### src/rtl/seq_trig_pkg.sv
package seq_trig_pkg;

  typedef enum logic [1:0] {
    SRC_OFF  = 2'd0,
    SRC_LINE = 2'd1,
    SRC_PAT  = 2'd2,
    SRC_RSVD = 2'd3
  } src_e;

  // raw condition before polarity is applied
  function automatic logic pick_raw(src_e s, logic line_v, logic pat_v);
    case (s)
      SRC_LINE: pick_raw = line_v;
      SRC_PAT:  pick_raw = pat_v;
      default:  pick_raw = 1'b0;
    endcase
  endfunction

  // a source can fire only if it is a line, or a pattern while acquiring
  function automatic logic src_usable(src_e s, logic gen);
    src_usable = (s == SRC_LINE) || ((s == SRC_PAT) && !gen);
  endfunction

  function automatic logic src_off(src_e s);
    src_off = (s == SRC_OFF) || (s == SRC_RSVD);
  endfunction

  // sense 0 keeps the raw value, sense 1 inverts it
  function automatic logic polarize(logic raw, logic sense);
    polarize = raw ^ sense;
  endfunction

  // transition of the polarized condition from 0 to 1
  function automatic logic became_true(logic now_v, logic prev_v, logic hist_v);
    became_true = hist_v && now_v && !prev_v;
  endfunction

endpackage

### src/rtl/seq_pat_cmp.sv
module seq_pat_cmp #(
  parameter int DW = 32
) (
  input  logic [DW-1:0] data_i,
  input  logic [DW-1:0] value_i,
  input  logic [DW-1:0] care_i,
  output logic          hit_o
);

  logic [DW-1:0] diff_bits;

  assign diff_bits = (data_i ^ value_i) & care_i;
  assign hit_o     = (diff_bits == '0);

endmodule

### src/rtl/seq_edge_trig.sv
module seq_edge_trig
  import seq_trig_pkg::*;
(
  input  logic       clk,
  input  logic       rst_n,
  input  logic       clr,
  input  logic       smp,
  input  logic [1:0] src,
  input  logic       sense,
  input  logic       line_val,
  input  logic       pat_hit,
  input  logic       gen_mode,
  output logic       hit
);

  src_e s;
  logic cond_now;
  logic cond_prev;
  logic hist_ok;

  assign s        = src_e'(src);
  assign cond_now = polarize(pick_raw(s, line_val, pat_hit), sense);
  assign hit      = src_usable(s, gen_mode) && became_true(cond_now, cond_prev, hist_ok);

  always_ff @(posedge clk or negedge rst_n) begin
    if (!rst_n) begin
      cond_prev <= 1'b0;
      hist_ok   <= 1'b0;
    end else if (clr) begin
      cond_prev <= 1'b0;
      hist_ok   <= 1'b0;
    end else if (smp) begin
      cond_prev <= cond_now;
      hist_ok   <= 1'b1;
    end
  end

endmodule

### src/rtl/seq_pause_pipe.sv
module seq_pause_pipe
  import seq_trig_pkg::*;
#(
  parameter int LAT = 6
) (
  input  logic       clk,
  input  logic       rst_n,
  input  logic       clr,
  input  logic       smp,
  input  logic       started,
  input  logic [1:0] src,
  input  logic       sense,
  input  logic       line_val,
  input  logic       pat_hit,
  input  logic       gen_mode,
  output logic       paused
);

  src_e           s;
  logic           cond;
  logic [LAT-1:0] pipe;

  assign s      = src_e'(src);
  assign cond   = started && src_usable(s, gen_mode) &&
                  polarize(pick_raw(s, line_val, pat_hit), sense);
  assign paused = pipe[LAT-1];

  always_ff @(posedge clk or negedge rst_n) begin
    if (!rst_n)      pipe <= '0;
    else if (clr)    pipe <= '0;
    else if (smp)    pipe <= {pipe[LAT-2:0], cond};
  end

endmodule

### src/rtl/seq_trigger_unit.sv
module seq_trigger_unit
  import seq_trig_pkg::*;
#(
  parameter int DW        = 32,
  parameter int NL        = 8,
  parameter int PAUSE_LAT = 6,
  localparam int LW       = (NL > 1) ? $clog2(NL) : 1
) (
  input  logic          clk,
  input  logic          rst_n,
  input  logic          arm,
  input  logic          gen_mode,
  input  logic          smp_en,
  input  logic [DW-1:0] data_in,
  input  logic [NL-1:0] ext_lines,
  input  logic [DW-1:0] pat_value,
  input  logic [DW-1:0] pat_care,
  input  logic [1:0]    start_src,
  input  logic [LW-1:0] start_sel,
  input  logic          start_sense,
  input  logic [1:0]    pause_src,
  input  logic [LW-1:0] pause_sel,
  input  logic          pause_sense,
  input  logic [1:0]    ref_src,
  input  logic [LW-1:0] ref_sel,
  input  logic          ref_sense,
  output logic          start_stb,
  output logic          ref_stb,
  output logic          paused,
  output logic          data_active,
  output logic          cfg_reject
);

  logic pat_hit;
  logic start_hit;
  logic ref_hit;
  logic start_fire;
  logic ref_fire;
  logic started;
  logic ref_done;
  logic run_clr;

  assign run_clr = !arm;

  seq_pat_cmp #(.DW(DW)) u_cmp (
    .data_i  (data_in),
    .value_i (pat_value),
    .care_i  (pat_care),
    .hit_o   (pat_hit)
  );

  seq_edge_trig u_start (
    .clk      (clk),
    .rst_n    (rst_n),
    .clr      (run_clr),
    .smp      (smp_en),
    .src      (start_src),
    .sense    (start_sense),
    .line_val (ext_lines[start_sel]),
    .pat_hit  (pat_hit),
    .gen_mode (gen_mode),
    .hit      (start_hit)
  );

  seq_edge_trig u_ref (
    .clk      (clk),
    .rst_n    (rst_n),
    .clr      (run_clr),
    .smp      (smp_en),
    .src      (ref_src),
    .sense    (ref_sense),
    .line_val (ext_lines[ref_sel]),
    .pat_hit  (pat_hit),
    .gen_mode (gen_mode),
    .hit      (ref_hit)
  );

  seq_pause_pipe #(.LAT(PAUSE_LAT)) u_pause (
    .clk      (clk),
    .rst_n    (rst_n),
    .clr      (run_clr),
    .smp      (smp_en),
    .started  (started),
    .src      (pause_src),
    .sense    (pause_sense),
    .line_val (ext_lines[pause_sel]),
    .pat_hit  (pat_hit),
    .gen_mode (gen_mode),
    .paused   (paused)
  );

  // named trigger events
  assign start_fire = arm && smp_en && !started &&
                      (start_hit || src_off(src_e'(start_src)));
  assign ref_fire   = arm && smp_en && started && !ref_done && ref_hit;

  always_ff @(posedge clk or negedge rst_n) begin
    if (!rst_n) begin
      started   <= 1'b0;
      ref_done  <= 1'b0;
      start_stb <= 1'b0;
      ref_stb   <= 1'b0;
    end else begin
      start_stb <= start_fire;
      ref_stb   <= ref_fire;
      if (run_clr) begin
        started  <= 1'b0;
        ref_done <= 1'b0;
      end else begin
        if (start_fire) started  <= 1'b1;
        if (ref_fire)   ref_done <= 1'b1;
      end
    end
  end

  assign data_active = started && !paused;
  assign cfg_reject  = gen_mode && ((src_e'(start_src) == SRC_PAT) ||
                                    (src_e'(pause_src) == SRC_PAT) ||
                                    (src_e'(ref_src)   == SRC_PAT));

endmodule

### config.mk
export PLATFORM = sky130hd
export DESIGN_NAME = seq_trigger_unit
export DESIGN_NICKNAME = d
export VERILOG_FILES = /design/src/rtl/seq_trig_pkg.sv /design/src/rtl/seq_pat_cmp.sv /design/src/rtl/seq_edge_trig.sv /design/src/rtl/seq_pause_pipe.sv /design/src/rtl/seq_trigger_unit.sv
export SDC_FILE = /design/constraint.sdc
export NUM_CORES = 1
export LEC_CHECK = 0
export ABC_AREA = 1
export BUFFER_PORTS_ARGS = -buffer_cell sky130_fd_sc_hd__buf_2
export CORE_UTILIZATION = 44
export CTS_CLUSTER_SIZE = 8
export DETAILED_ROUTE_END_ITERATION = 16
export MAX_ROUTING_LAYER = met4
export PLACE_DENSITY = 0.88
export SLEW_MARGIN = 20
export SYNTH_ARGS = -nofsm -noshare
export SYNTH_HDL_FRONTEND = slang
export SYNTH_SLANG_ARGS = --single-unit
### constraint.sdc
create_clock -name clk -period 1.5 [get_ports clk]
set_input_delay 0.3 -clock clk [delete_from_list [all_inputs] [get_ports clk]]
set_output_delay 0.3 -clock clk [all_outputs]
set_load 0.02 [all_outputs]
==> metrics.md <==
| Metric | Value |
|---|---|
| Initial DRT Pass Iterations | 4 |
| Yosys top cell area share | 0.221 |
| Commonest cells after routing, fill and taps aside | buf_2 (130), nand2_1 (98), inv_1 (79) |
| Hpwl dp | around 4.2 mm |
| Area growth syn-to-layout | 47.2% |
| Antenna-violating nets left | 0 |
| Total CTS buffers | 3 |
| DR WL/cell | between 9 and 10 um |
| Core area | between 3000 and 4000 um^2 |
| Int Power | ~800 uW |
| Clk Latency, worst-skew pair | approximately 240 ps |
| Clk buf depth | 2 |
| P per Cell Area | approximately 470 nW/um^2 |
| Filler Cells Inserted | 352 |
| Reg2reg end | ref_stb |
| First-pass GRT wire length | a little over 8 mm |
| Die Ht | between 60 and 70 um |
| Crit-path max FO | 3 |
| Post-synth top area cell | nand2_1 |
| Period utilization | 0.953 |
| Hold EP | started |
| # IOs | between 100 and 150 |
| Relative slew slack | 0.766 |
| Total Wirelength | around 4.8 mm |
| Most common cell after layout, fill and taps aside | buf_2 |
| Via-to-Cell Ratio | ~4.7 |
| Synth warn | 0 |
| Max-slew violation count | 0 |
| Net Sw Frac | 0.330 |
| Syn nets | roughly 440 |
| Die Wd | between 60 and 70 um |
| Floorplan row count | 22 |
| Most frequent CP cell | buf_2 |
| Finished Cell Area | ~2500 um^2 |
| Initial DRC count | approximately 50 |
| Critical path type | in -> out |
| Share of cells above drive strength 1 | 0.350 |
| Critical-path top delay cell | ha_1 |
| CTS Sinks | 13 |
| Routability Congestion | just over 0.8 |
| # diodes | 0 |
| Crit-path cells | buf_2, inv_1, ha_1, nor2_1, a21oi_1, buf_2 |
| Mean Syn Cell Area | approximately 5.5 um^2 |
| Initial Utilization | 0.461 |
| RSZ-0062 raised after global routing | yes |
| Reg-to-Reg Start | started |
| Drt drc | 0 |
| Worst Path Required | between 1000 and 1500 ps |
| Vias after detailed routing | 2,348 |
| Final hold viol count | 0 |
| Die area | about 4100 um^2 |
| Cells after Synth | about 310 |
| Hold path start | arm |
| Max frequency | approximately 700 MHz |
| CP startpoint kind | primary input |
| CTS tree | built |
| Static Leak | between 0.0015 and 0.002 uW |
| Final setup viols | 0 |
| CP endpoint kind | primary output |
| Worst Reg-to-Reg Cells | 5 |
| Grt ovf | 0 |
| Area contributors post-synth | nand2_1 (22%), dfrtp_1 (19%), inv_1 (18%), nand3_1 (11%), ha_1 (4.4%) |
| Hold Crit Class | in -> reg |
| I/O Buffers | 131 |
| Psw | about 390 uW |
| Critical path data arrival time | roughly 1100 ps |
| CP max stage delay | ~210 ps |
| Vias in the first global route | 2,267 |
| Clk root buf | clkbuf_8 |
| Total track usage | 0.251 |
| Least-Margin Pin Slew | 349 ps |
| Reg clk slew, reported paths | 50 ps |
| Clk pwr share | 0.263 |
| Placed instance area | around 2400 um^2 |
| Crit path time final | 1430 ps |
| Slack of the worst reg-to-reg path | 550 ps |
| Sequential power share | 0.313 |
| Antenna violations before repair | 0 |
| Synth Register Bits | 13 |
| Maximum VDD drop | about 0.57 mV |
| Sequential share of the synthesized area | 0.191 |
| Final setup TNS | 0 ps |
| Clock Skews | around 3 ps |
| # H-tree levels | 1 |
| Synth Cell Area | between 1500 and 2000 um^2 |
| Gate power share | 0.424 |
| Netlist cell types | 22 |
| Status | completed |
| Final Net Count | 582 |
| Largest net degree at the start of global routing | 14 |
| Worst hold stages | 3 |
| MaxCap Viol Count | 0 |
## routing by layer
metal	track usage	part of all wire	vias to the layer above
li1	-	-	1232
met4	0.103	0.023	0
met5	-	0	-
met2	0.469	0.51	95
met1	0.256	0.39	1007
met3	0.0446	0.073	14
## cell families after synthesis
kind of cell | count (synthesis) | share of synthesized area
AND/OR/NAND/NOR | 172 | 0.443
buffers and inverters | 80 | 0.177
AO/OA/AOI/OAI | 40 | 0.144
flip-flops | 13 | 0.191
adder cells (fa/ha/maj) | 6 | 0.0442
## sequential cells by signal, indices dropped and copies added, names as in the netlist
register           cells
u_start.cond_prev      1
u_ref.hist_ok          1
started                1
ref_stb                1
ref_done               1
u_ref.cond_prev        1
start_stb              1
u_pause.pipe           6
## Yosys cell counts, drive strengths merged
cell type / number
a21oi: 10
dfrtp: 13
ha: 6
inv: 80
nand2: 105
nand3: 39
nand3b: 1
nor2: 23
nor3: 2
o211ai: 9
o21ai: 17
o21bai: 1
o22ai: 3
or2: 2
## layout make-up
cell class | instances | area [um^2] | share of cell area
clock buffers | 4 | 45.0 | 0.0180
flip-flops and latches | 13 | 325 | 0.130
multi-input cells | 218 | 1090 | 0.436
inverters | 80 | 300 | 0.120
repair buffers | 133 | 679 | 0.272
well taps | 48 | 60.1 | 0.0240
## critical path: cells and delay by family
family / cells / cell delay [ps]
fa+ha+maj: 1 / 210
compound gates: 1 / 190
simple gates: 1 / 60
buf+inv: 3 / 370
## through the flow
step	std cells	worst slack (ps)	total power (uW)	hold WS [ps]	utilization
after detailed placement	490	-140	860	201	0.655
after global routing	496	-52.4	1270	316	0.678
after floorplan	311	84.2	611	4.41	-
final	496	70.0	1170	309	0.678
after CTS	495	103	1170	307	0.670
after global placement	490	-115	838	191	0.655
## power groups by stage
| stage | Combinational (uW) | Sequential (uW) | Clock (uW) |
|---|---|---|---|
| global placement | 465 | 373 | 0 |
| global route | 570 | 369 | 335 |
| detailed placement | 486 | 374 | 0 |
| finish | 498 | 368 | 309 |
| floorplan | 237 | 374 | 0 |
| CTS | 490 | 368 | 314 |
## repair_timing
item                                   in CTS  in global routing
hold buffers                                1                  0
gates resized for setup                     0                  8
setup endpoints to repair                   0                  5
endpoints found under the hold margin      13                  0
setup buffers                               0                  1
## worst max path at each step
stage / endpoint / start / cells past startpoint / slack [ps]
after floorplan: ref_done / pat_value[13] / 13 / 80
after global placement: ref_done / pat_value[13] / 14 / -110
after detailed placement: ref_done / pat_value[13] / 14 / -140
after CTS: ref_done / pat_value[13] / 14 / 100
after global routing: ref_done / data_in[12] / 14 / -50
final: cfg_reject / ref_src[0] / 6 / 70
(Power assumes the default switching activity.)
